### src/rtl/irqrf_pkg.sv
package irqrf_pkg;

    // Role of an address within the block
    typedef enum logic [2:0] {
        SEL_PLAIN,
        SEL_RAW,
        SEL_CLR,
        SEL_MASK,
        SEL_STAT,
        SEL_NONE
    } sel_e;

    // Decoded bus access
    typedef struct packed {
        logic valid;
        logic we;
        sel_e sel;
    } acc_t;

    function automatic sel_e classify(
        input int unsigned a,
        input int unsigned nregs,
        input int unsigned raw_a,
        input int unsigned clr_a,
        input int unsigned mask_a,
        input int unsigned stat_a
    );
        if (a >= nregs)       return SEL_NONE;
        else if (a == raw_a)  return SEL_RAW;
        else if (a == clr_a)  return SEL_CLR;
        else if (a == mask_a) return SEL_MASK;
        else if (a == stat_a) return SEL_STAT;
        else                  return SEL_PLAIN;
    endfunction

    function automatic int unsigned idx_width(input int unsigned n);
        return (n > 1) ? $clog2(n) : 1;
    endfunction

endpackage

### src/rtl/irqrf_decode.sv
module irqrf_decode
    import irqrf_pkg::*;
#(
    parameter int unsigned ADDR_W   = 4,
    parameter int unsigned NUM_REGS = 8,
    parameter int unsigned RAW_A    = 0,
    parameter int unsigned CLR_A    = 1,
    parameter int unsigned MASK_A   = 2,
    parameter int unsigned STAT_A   = 3
) (
    input  logic              req,
    input  logic              we,
    input  logic [ADDR_W-1:0] addr,
    output acc_t              acc
);

    always_comb begin
        acc.valid = req;
        acc.we    = we;
        acc.sel   = classify(int'(addr), NUM_REGS, RAW_A, CLR_A, MASK_A, STAT_A);
    end

endmodule

### src/rtl/irqrf_pending.sv
module irqrf_pending #(
    parameter int unsigned DATA_W = 32
) (
    input  logic              clk,
    input  logic              rst,
    input  logic              raw_wr,
    input  logic              clr_wr,
    input  logic              mask_wr,
    input  logic [DATA_W-1:0] wdata,
    input  logic [DATA_W-1:0] hw_event,
    output logic [DATA_W-1:0] raw_q,
    output logic [DATA_W-1:0] mask_q
);

    logic [DATA_W-1:0] set_bits;
    logic [DATA_W-1:0] clr_bits;

    always_comb begin
        set_bits = hw_event | (raw_wr ? wdata : '0);
        clr_bits = clr_wr ? wdata : '0;
    end

    // Set is applied after clear so a same-cycle event survives
    always_ff @(posedge clk) begin
        if (rst) begin
            raw_q  <= '0;
            mask_q <= '0;
        end else begin
            raw_q <= (raw_q & ~clr_bits) | set_bits;
            if (mask_wr) mask_q <= wdata;
        end
    end

    p_reset_zero_r1: assert property (@(posedge clk) disable iff (rst)
        $past(rst) |-> (raw_q == '0 && mask_q == '0));

    p_or_in_r2: assert property (@(posedge clk) disable iff (rst)
        (!$past(rst) && $past(raw_wr)) |-> ((raw_q & $past(wdata)) == $past(wdata)));

    p_sticky_r2: assert property (@(posedge clk) disable iff (rst)
        !$past(rst) |-> (($past(raw_q) & ~$past(clr_bits) & ~raw_q) == '0));

    p_clear_r3: assert property (@(posedge clk) disable iff (rst)
        !$past(rst) |-> ((raw_q & $past(clr_bits) & ~$past(hw_event)) == '0));

    p_mask_store_r5: assert property (@(posedge clk) disable iff (rst)
        (!$past(rst) && $past(mask_wr)) |-> (mask_q == $past(wdata)));

    p_set_wins_r7: assert property (@(posedge clk) disable iff (rst)
        !$past(rst) |-> (($past(hw_event) & ~raw_q) == '0));

endmodule

### src/rtl/irqrf_store.sv
module irqrf_store
    import irqrf_pkg::*;
#(
    parameter int unsigned DATA_W   = 32,
    parameter int unsigned NUM_REGS = 8,
    parameter int unsigned RAW_A    = 0,
    parameter int unsigned CLR_A    = 1,
    parameter int unsigned MASK_A   = 2,
    parameter int unsigned STAT_A   = 3,
    localparam int unsigned IDX_W   = idx_width(NUM_REGS)
) (
    input  logic              clk,
    input  logic              rst,
    input  logic              wr_en,
    input  logic [IDX_W-1:0]  idx,
    input  logic [DATA_W-1:0] wdata,
    output logic [DATA_W-1:0] rd_word
);

    logic [DATA_W-1:0] slot_q [NUM_REGS];

    for (genvar i = 0; i < NUM_REGS; i++) begin : g_slot
        localparam bit SPECIAL = (i == RAW_A) || (i == CLR_A) ||
                                 (i == MASK_A) || (i == STAT_A);
        if (SPECIAL) begin : g_hole
            assign slot_q[i] = '0;
        end else begin : g_word
            logic [DATA_W-1:0] word_q;
            always_ff @(posedge clk) begin
                if (rst)                                 word_q <= '0;
                else if (wr_en && idx == IDX_W'(i))      word_q <= wdata;
            end
            assign slot_q[i] = word_q;
        end
    end

    always_comb begin
        rd_word = '0;
        for (int k = 0; k < NUM_REGS; k++) begin
            if (idx == IDX_W'(k)) rd_word = slot_q[k];
        end
    end

endmodule

### src/rtl/irqrf_irqgen.sv
module irqrf_irqgen #(
    parameter int unsigned DATA_W = 32
) (
    input  logic              clk,
    input  logic              rst,
    input  logic [DATA_W-1:0] raw_q,
    input  logic [DATA_W-1:0] mask_q,
    output logic              irq_out,
    output logic              irq_edge
);

    logic level_prev;

    assign irq_out = |(raw_q & mask_q);

    always_ff @(posedge clk) begin
        if (rst) begin
            level_prev <= 1'b0;
            irq_edge   <= 1'b0;
        end else begin
            level_prev <= irq_out;
            irq_edge   <= irq_out ^ level_prev;
        end
    end

    p_edge_timing_r8: assert property (@(posedge clk) disable iff (rst)
        (!$past(rst) && !$past(rst, 2)) |-> (irq_edge == ($past(irq_out) != $past(irq_out, 2))));

    p_quiet_reset_r1: assert property (@(posedge clk) disable iff (rst)
        $past(rst) |-> !irq_edge);

endmodule

### src/rtl/irq_regblock.sv
module irq_regblock
    import irqrf_pkg::*;
#(
    parameter int unsigned DATA_W   = 32,
    parameter int unsigned ADDR_W   = 4,
    parameter int unsigned NUM_REGS = 8,
    parameter int unsigned RAW_A    = 0,
    parameter int unsigned CLR_A    = 1,
    parameter int unsigned MASK_A   = 2,
    parameter int unsigned STAT_A   = 3
) (
    input  logic              clk,
    input  logic              rst,
    input  logic              bus_req,
    input  logic              bus_we,
    input  logic [ADDR_W-1:0] bus_addr,
    input  logic [DATA_W-1:0] bus_wdata,
    input  logic [DATA_W-1:0] hw_event,
    output logic              rd_valid,
    output logic [DATA_W-1:0] rd_data,
    output logic              irq_out,
    output logic              irq_edge
);

    localparam int unsigned IDX_W = idx_width(NUM_REGS);

    acc_t              acc;
    logic [DATA_W-1:0] raw_q;
    logic [DATA_W-1:0] mask_q;
    logic [DATA_W-1:0] plain_word;
    logic [DATA_W-1:0] rd_mux;
    logic              wr_any;

    irqrf_decode #(
        .ADDR_W(ADDR_W), .NUM_REGS(NUM_REGS),
        .RAW_A(RAW_A), .CLR_A(CLR_A), .MASK_A(MASK_A), .STAT_A(STAT_A)
    ) u_decode (
        .req (bus_req),
        .we  (bus_we),
        .addr(bus_addr),
        .acc (acc)
    );

    assign wr_any = acc.valid && acc.we;

    irqrf_pending #(.DATA_W(DATA_W)) u_pending (
        .clk     (clk),
        .rst     (rst),
        .raw_wr  (wr_any && acc.sel == SEL_RAW),
        .clr_wr  (wr_any && acc.sel == SEL_CLR),
        .mask_wr (wr_any && acc.sel == SEL_MASK),
        .wdata   (bus_wdata),
        .hw_event(hw_event),
        .raw_q   (raw_q),
        .mask_q  (mask_q)
    );

    irqrf_store #(
        .DATA_W(DATA_W), .NUM_REGS(NUM_REGS),
        .RAW_A(RAW_A), .CLR_A(CLR_A), .MASK_A(MASK_A), .STAT_A(STAT_A)
    ) u_store (
        .clk    (clk),
        .rst    (rst),
        .wr_en  (wr_any && acc.sel == SEL_PLAIN),
        .idx    (bus_addr[IDX_W-1:0]),
        .wdata  (bus_wdata),
        .rd_word(plain_word)
    );

    irqrf_irqgen #(.DATA_W(DATA_W)) u_irqgen (
        .clk     (clk),
        .rst     (rst),
        .raw_q   (raw_q),
        .mask_q  (mask_q),
        .irq_out (irq_out),
        .irq_edge(irq_edge)
    );

    always_comb begin
        unique case (acc.sel)
            SEL_RAW:   rd_mux = raw_q;
            SEL_MASK:  rd_mux = mask_q;
            SEL_STAT:  rd_mux = raw_q & mask_q;
            SEL_PLAIN: rd_mux = plain_word;
            default:   rd_mux = '0;
        endcase
    end

    always_ff @(posedge clk) begin
        if (rst) begin
            rd_valid <= 1'b0;
            rd_data  <= '0;
        end else begin
            rd_valid <= acc.valid && !acc.we;
            if (acc.valid && !acc.we) rd_data <= rd_mux;
        end
    end

    logic addr_oor;
    assign addr_oor = ({1'b0, bus_addr} >= (ADDR_W + 1)'(NUM_REGS));

    p_rd_valid_r10: assert property (@(posedge clk) disable iff (rst)
        !$past(rst) |-> (rd_valid == $past(bus_req && !bus_we)));

    p_oor_zero_r9: assert property (@(posedge clk) disable iff (rst)
        (!$past(rst) && rd_valid && $past(addr_oor)) |-> (rd_data == '0));

    p_stat_ro_r4: assert property (@(posedge clk) disable iff (rst)
        (bus_req && bus_we && int'(bus_addr) == STAT_A) |=> $stable(mask_q));

    p_reset_out_r1: assert property (@(posedge clk) disable iff (rst)
        $past(rst) |-> (!rd_valid && !irq_out));

endmodule

### config.mk
export PLATFORM = sky130hd
export DESIGN_NAME = irq_regblock
export DESIGN_NICKNAME = d
export VERILOG_FILES = /design/src/rtl/irqrf_pkg.sv /design/src/rtl/irqrf_decode.sv /design/src/rtl/irqrf_pending.sv /design/src/rtl/irqrf_store.sv /design/src/rtl/irqrf_irqgen.sv /design/src/rtl/irq_regblock.sv
export SDC_FILE = /design/constraint.sdc
export NUM_CORES = 1
export LEC_CHECK = 0
export BUFFER_PORTS_ARGS = -buffer_cell sky130_fd_sc_hd__buf_2
export CORE_MARGIN = 2
export CORE_UTILIZATION = 55
export DETAILED_ROUTE_END_ITERATION = 16
export GPL_TIMING_DRIVEN = 0
export PLACE_DENSITY = 0.74
export SLEW_MARGIN = 20
export SYNTH_ARGS = -nofsm -noshare
export SYNTH_HDL_FRONTEND = slang
export SYNTH_HIERARCHICAL = 1
export SYNTH_SLANG_ARGS = --single-unit
### constraint.sdc
create_clock -name clk -period 4.65 [get_ports clk]
set_clock_uncertainty 0.1 [all_clocks]
set_input_delay 0 -clock clk [delete_from_list [all_inputs] [get_ports clk]]
set_output_delay 0 -clock clk [all_outputs]
set_load 0.005 [all_outputs]
==> impl_metrics.json, run 1 <==
{
  "io_buffers": 104,
  "drtIter0Drc": 845,
  "worst_setup_path_start_kind": "input pin",
  "gp_congestion": 0.930,
  "antenna_cells": 0,
  "drt-pass1-iter-count": 6,
  "r2r_end": "u_irqgen/irq_edge$_SDFF_PP0_",
  "arrival_ns": 3.84,
  "cts.repair.resized": 0,
  "fin_crit_sh_pct": 74.9,
  "wire_per_inst_um": 22.4,
  "cts_tree": "built",
  "hpwlAfterDp_um": 24400,
  "core_region_area_sq_um": 20400,
  "synth_flop_cell": "dfxtp_1",
  "reg2regPathDepth": 5,
  "p_leak_nw": 6.04,
  "clk_latency_ns": 0.53,
  "die_x_um": 149,
  "ys_ff_latch": 227,
  "tightestPinTransition_ns": 0.868,
  "fillers": 1472,
  "grt_pass1_vias": 10400,
  "holdPathStages": 4,
  "crit_path_max_fanout": 10,
  "finalNonFillerCells": 1664,
  "criticalPathCategory": "in2reg",
  "ys_warn_count": 6,
  "slew_violations": 0,
  "regArea_sq_um": 4540,
  "die-height_um": 149,
  "status": "finished, final reports clean",
  "root_buffer": "clkbuf_16",
  "synth_common_cells": "mux2i_1, dfxtp_1, nand2b_1",
  "grt_pass1_wl_um": 58100,
  "num_vias": 10100,
  "cts_sinks": 227,
  "synth_top_area_share_pct": 39.6,
  "dp.cells": 1489,
  "ant_nets": 0,
  "syn-num-nets": 1187,
  "required_ns": 5.01,
  "ys_types": 40,
  "fin_crit_ns": 3.48,
  "initial_core_util_pct": 56.4,
  "netlist_area_sq_um": 11500,
  "synthCells": 1115,
  "cts.clk_slew.worst_paths_ns": 0.06,
  "area_growth_pct": 26.1,
  "max_freq_ghz": 0.287,
  "synth_async_sr_flop_share_pct": 0,
  "synth.avg_cell_area_sq_um": 10.3,
  "cellInternalPower_w": 0.00342,
  "design_area_sq_um": 14500,
  "numCtsBuffers": 25,
  "seq_power_share_pct": 44.0,
  "ioPinCount": 107,
  "hp-class": "in2reg",
  "rsz0062_at_grt": "false",
  "regToRegSetupSlack_ns": 2.53,
  "overflow": 0,
  "via_per_inst": 6.08,
  "rows": 52,
  "pwr-share-clk_pct": 44.1,
  "slew_headroom_pct": 41.7,
  "endpoint_kind": "flip-flop",
  "drv_cap": 0,
  "synth-edff-count": 0,
  "nets": 1449,
  "ys_top_cells_by_area": "dfxtp_1, mux2i_1, nand2b_1, a221oi_2, a21oi_1",
  "multi_input_area_sq_um": 6330,
  "grt_max_degree": 14,
  "combPwrFrac_pct": 11.9,
  "p_sw_share_pct": 25.2,
  "dieArea_sq_um": 22100,
  "yosysMostFrequentCell": "mux2i_1",
  "ys_seq_area_share_pct": 39.6,
  "synth_top_area_cell": "dfxtp_1",
  "routed_wl_um": 37300,
  "power_density_nw_per_um2": 316,
  "fin_setup_tns_ns": 0,
  "hold_start": "bus_addr[2]",
  "hold_violations": 0,
  "grt_usage_pct": 33.6,
  "h-tree-depth": 1,
  "hold_end": "u_store/g_slot[4].g_word.word_q[19]$_SDFFE_PP0P_",
  "power.switching_w": 0.00115,
  "post_dp_cell_area_sq_um": 12300,
  "drc": 0,
  "antenna_found_initial": 0,
  "setup_viol": 0,
  "reg2reg_from": "u_pending/raw_q[27]$_SDFF_PP0_",
  "max-clock-path-buffers": 3,
  "drive_gt1_share_pct": 19.7,
  "ir_worst_vdd_mv": 0.316
}
-- flip-flops by register name, indices dropped and copies added, names as in the netlist --
register / flops
rd_data: 32
u_pending/mask_q: 32
u_pending/raw_q: 32
u_store/g_slot.g_word.word_q: 128
rd_valid: 1
u_irqgen/irq_edge: 1
u_irqgen/level_prev: 1
-- final cells by class --
class / count / share of cell area, %
clock buffers: 36 / 5.02
well taps: 270 / 2.33
flip-flops and latches: 227 / 31.4
clock inverters: 8 / 0.665
repair buffers: 235 / 12.6
plain buffers: 101 / 4.18
multi-input cells: 786 / 43.7
inverters: 1 / 0.0346
-- repair_timing --
item / CTS / global route
endpoints found under the hold margin: 194 / 0
hold buffers: 131 / 0
setup buffers: 0 / 0
-- worst max-delay path, stage by stage --
cell           delay [ns]
dlygate4sd3_1        0.53
buf_2                0.14
nand2_1              0.06
o21bai_1             0.11
buf_4                0.20
clkbuf_1             0.25
nand4b_1             0.28
nor2_1               0.40
buf_2                0.40
a21oi_1              0.11
dlygate4sd3_1        0.60
a21oi_2              0.16
dlygate4sd3_1        0.59
-- worst max path at each step --
stage,from,endpoint,slack (ns),cells past startpoint
2_1_floorplan,bus_addr[3],u_store/g_slot[5].g_word.word_q[21]$_SDFFE_PP0P_,2.71,9
3_3_place_gp,bus_addr[3],u_store/g_slot[7].g_word.word_q[8]$_SDFFE_PP0P_,1.86,9
3_5_place_dp,bus_addr[3],u_store/g_slot[7].g_word.word_q[25]$_SDFFE_PP0P_,1.78,9
4_1_cts,bus_addr[1],u_pending/raw_q[7]$_SDFF_PP0_,1.41,13
5_1_grt,bus_addr[1],u_pending/raw_q[12]$_SDFF_PP0_,1.14,13
6_report,bus_addr[1],u_pending/raw_q[10]$_SDFF_PP0_,1.17,13
-- cell usage in the layout (no fill, tap or decap), types with 35 or more instances in the layout --
cell type	synthesis	final
a21oi_1	66	66
buf_2	32	136
clkbuf_1	34	39
dfxtp_1	227	227
dlygate4sd3_1	0	131
mux2i_1	256	256
nand2_1	35	35
nand2b_1	163	163
nor2_1	37	37
-- power by group through the flow --
| stage | clock network, W | logic (W) | registers, W |
|---|---|---|---|
| 6_report | 0.00202 | 0.000544 | 0.00201 |
| 5_1_grt | 0.00211 | 0.000570 | 0.00201 |
| 3_5_place_dp | 0 | 0.000426 | 0.00205 |
| 2_1_floorplan | 0 | 0.000281 | 0.00204 |
| 3_3_place_gp | 0 | 0.000420 | 0.00205 |
| 4_1_cts | 0.00203 | 0.000521 | 0.00201 |
-- kinds of logic after synthesis --
| group | Yosys count | share of synthesized area (%) |
|---|---|---|
| mux | 257 | 22.4 |
| buf+inv | 102 | 5.31 |
| compound gates | 275 | 20.0 |
| xor+xnor | 1 | 0.0763 |
| flops | 227 | 39.6 |
| simple gates | 253 | 12.6 |
-- layer usage --
layer  global-route usage, %  vias to the layer above  part of all wire [%]
li1                        -                     4600                     -
met1                    45.1                     4958                    43
met2                    55.0                      439                    46
met3                    5.43                      115                   6.5
met4                    12.1                        0                   3.8
met5                       0                        -                     0
-- per-stage QoR --
step / util [%] / power (W) / hold WS, ns / setup WS, ns
2_1_floorplan: - / 0.00232 / -0.0284 / 2.71
3_3_place_gp: 60.6 / 0.00247 / 0.140 / 1.86
3_5_place_dp: 60.6 / 0.00248 / 0.142 / 1.78
4_1_cts: 71.1 / 0.00456 / 0.0100 / 1.41
5_1_grt: 71.1 / 0.00469 / 0.0470 / 1.14
6_report: 71.1 / 0.00457 / 0.0387 / 1.17
No activity file was read; power rests on OpenSTA's default activity.
==> inputs of run 2 (changes only) <==
- ABC_AREA: default -> 1
- CORE_UTILIZATION: 55 -> 54
- PLACE_DENSITY: 0.74 -> 0.75
- clock period: 4.65 -> 2.9 ns (I/O delays scaled with it)
==> impl_metrics.json, run 2 <==
{
  "status": "finished, final reports clean",
  "rows": 54,
  "drtIter0Drc": 1334,
  "reg2reg_from": "u_pending/raw_q[7]$_SDFF_PP0_",
  "cp_top_family": "buffers and inverters",
  "synth_async_sr_flop_share_pct": 0,
  "power_density_nw_per_um2": 506,
  "hpwlAfterDp_um": 27900,
  "timing.critical_path.mode_cell": "buf_6",
  "root_buffer": "clkbuf_16",
  "drt-pass1-iter-count": 6,
  "numCtsBuffers": 26,
  "max_stage_delay_ns": 0.57,
  "cts_sinks": 227,
  "worstPathCellList": "buf_2 > o21ai_0 > buf_6 > buf_4 > buf_6 > nand3_1 > nor2_4 > buf_6 > a21oi_1 > dlygate4sd3_1 > a21oi_1 > dlygate4sd3_1",
  "synth.avg_cell_area_sq_um": 6.32,
  "h-tree-depth": 1,
  "cts.clk_slew.worst_paths_ns": 0.06,
  "gp_congestion": 0.913,
  "whs_ns": 0.0452,
  "max-clock-path-buffers": 3,
  "r2r_end": "u_pending/raw_q[7]$_SDFF_PP0_",
  "p_leak_nw": 7.15,
  "routed_wl_um": 41200,
  "synth_common_cells": "nand2_1, nor2_1, dfxtp_1",
  "synth_top_area_cell": "dfxtp_1",
  "ys_types": 25,
  "setup_viol": 0,
  "ys_warn_count": 6,
  "arrival_ns": 3.05,
  "die-height_um": 153,
  "final_common_cell": "nand2_1",
  "ir_worst_vdd_mv": 0.511,
  "regToRegSetupSlack_ns": 1.46,
  "max_freq_ghz": 0.374,
  "cts_setup_buffers": 0,
  "ys_ff_latch": 227,
  "ant_nets": 0,
  "worst_setup_path_start_kind": "input pin",
  "antenna_found_initial": 0,
  "drv_cap": 0,
  "drive_gt1_share_pct": 12.2,
  "yosysMostFrequentCell": "nand2_1",
  "grt_pass1_vias": 12500,
  "tightestPinTransition_ns": 0.905,
  "p_sw_share_pct": 25.4,
  "layout_common_cells": "nand2_1, nor2_1, dfxtp_1",
  "slowest_stage": "dlygate4sd3_1",
  "io_buffers": 104,
  "hold_violations": 0,
  "cts_tree": "built",
  "top_register": "u_store/g_slot.g_word.word_q",
  "criticalPathCategory": "in2reg",
  "ys_seq_area_share_pct": 38.1,
  "num_vias": 13400,
  "nets": 2193,
  "fin_crit_ns": 2.68,
  "synth-edff-count": 0,
  "via_per_inst": 5.53,
  "rsz0062_at_grt": "false",
  "netlist_area_sq_um": 11900,
  "holdPathStages": 5,
  "critPathBufInv": 7,
  "clk_latency_ns": 0.53,
  "synth_flop_cell": "dfxtp_1",
  "place_ws_ns": 0.00933,
  "pwr-share-clk_pct": 46.3,
  "largest_reg_flops": 128,
  "hold_end": "u_store/g_slot[6].g_word.word_q[0]$_SDFFE_PP0P_",
  "reg2regPathDepth": 3,
  "synthCells": 1884,
  "overflow": 0,
  "wire_per_inst_um": 17.0,
  "ioPinCount": 107,
  "synth_top_area_share_pct": 38.1,
  "area_growth_pct": 23.9,
  "die_x_um": 153,
  "hold_start": "bus_addr[2]",
  "seq_power_share_pct": 43.2,
  "antenna_cells": 0,
  "grt_pass1_wl_um": 64300,
  "required_ns": 3.27,
  "fin_ws_ns": 0.223,
  "fin_crit_sh_pct": 92.3,
  "hp-class": "in2reg",
  "dieArea_sq_um": 23300,
  "fin_setup_tns_ns": 0,
  "combPwrFrac_pct": 10.5,
  "endpoint_kind": "flip-flop",
  "slew_violations": 0,
  "ys_top_cells_by_area": "dfxtp_1, nand2_1, nand4_1, nor2_1, inv_1",
  "drc": 0,
  "grt_usage_pct": 34.1,
  "initial_core_util_pct": 54.8,
  "slew_headroom_pct": 39.1,
  "cellInternalPower_w": 0.00557,
  "power.switching_w": 0.00189,
  "fillers": 1984,
  "syn-num-nets": 1956,
  "crit_path_max_fanout": 10,
  "grt_max_degree": 14,
  "core_region_area_sq_um": 21800
}
## run 2: cell count changes in the layout (fill, tap and decap cells not counted), sizes merged, moves of 131 or more
cell and delta:
mux2i -256, nand2 +556, inv +204, nor2 +210, nand2b -163, nand4 +170, nand3 +131
## run 2: tightest hold or removal path, stage by stage
cell and delay [ns]:
buf_2 0.17, nand4_2 0.30, nand2_1 0.08, nand2_1 0.05, nor2_1 0.03
## run 2: timing repair
item	4_1_cts	5_1_grt
endpoints found under the setup margin	0	5
hold endpoints to repair	200	0
resized for setup	0	2
hold buffers	105	0
## run 2: logic make-up after synthesis
family | synth area share, %
simple gates | 41.7
flops | 38.1
compound gates | 7.05
buf+inv | 13.1
## run 2: metrics by stage
step	cells	util (%)	total power (W)	area (sq um)
after floorplan	1884	-	0.00365	11900
after global placement	2268	58.8	0.00391	12800
after detailed placement	2268	58.8	0.00392	12800
after CTS	2420	67.8	0.00745	14800
after global routing	2420	67.9	0.00767	14800
final	2420	67.9	0.00747	14800
## run 2: worst max-delay path by stage
stage	startpoint	endpoint	slack, ns	cells past startpoint
final	bus_addr[2]	u_pending/raw_q[7]$_SDFF_PP0_	0.22	12
after global placement	bus_addr[2]	u_store/g_slot[4].g_word.word_q[1]$_SDFFE_PP0P_	-0.35	11
after floorplan	bus_addr[3]	u_store/g_slot[4].g_word.word_q[11]$_SDFFE_PP0P_	0.70	11
after CTS	bus_addr[2]	u_pending/raw_q[7]$_SDFF_PP0_	0.02	12
after detailed placement	bus_addr[2]	u_store/g_slot[6].g_word.word_q[12]$_SDFFE_PP0P_	0.009	10
after global routing	bus_addr[2]	u_pending/raw_q[7]$_SDFF_PP0_	0.14	12
## run 2: area by class of cell
cell class | count | area [sq um] | share of cell area (%)
clock buffer | 36 | 769 | 5.21
multi-input combinational | 1310 | 5820 | 39.4
timing repair buffer | 209 | 1570 | 10.6
sequential | 227 | 4540 | 30.8
buffer | 143 | 793 | 5.37
clock inverter | 11 | 140 | 0.949
inverter | 204 | 773 | 5.24
tap | 280 | 350 | 2.37
## run 2: routing by layer
| layer | GRT usage, % | routed length [um] |
|---|---|---|
| met1 | 45.4 | 16700 |
| met2 | 55.9 | 18900 |
| met3 | 4.64 | 3850 |
| met4 | 14.1 | 1740 |
| met5 | 0 | 0 |
## run 2: power groups by stage
stage,Sequential [W],Clock (W),Combinational [W]
2_1_floorplan,0.00328,0,0.000377
3_3_place_gp,0.00329,0,0.000626
3_5_place_dp,0.00329,0,0.000635
4_1_cts,0.00322,0.00348,0.000751
5_1_grt,0.00323,0.00361,0.000836
6_report,0.00322,0.00346,0.000787
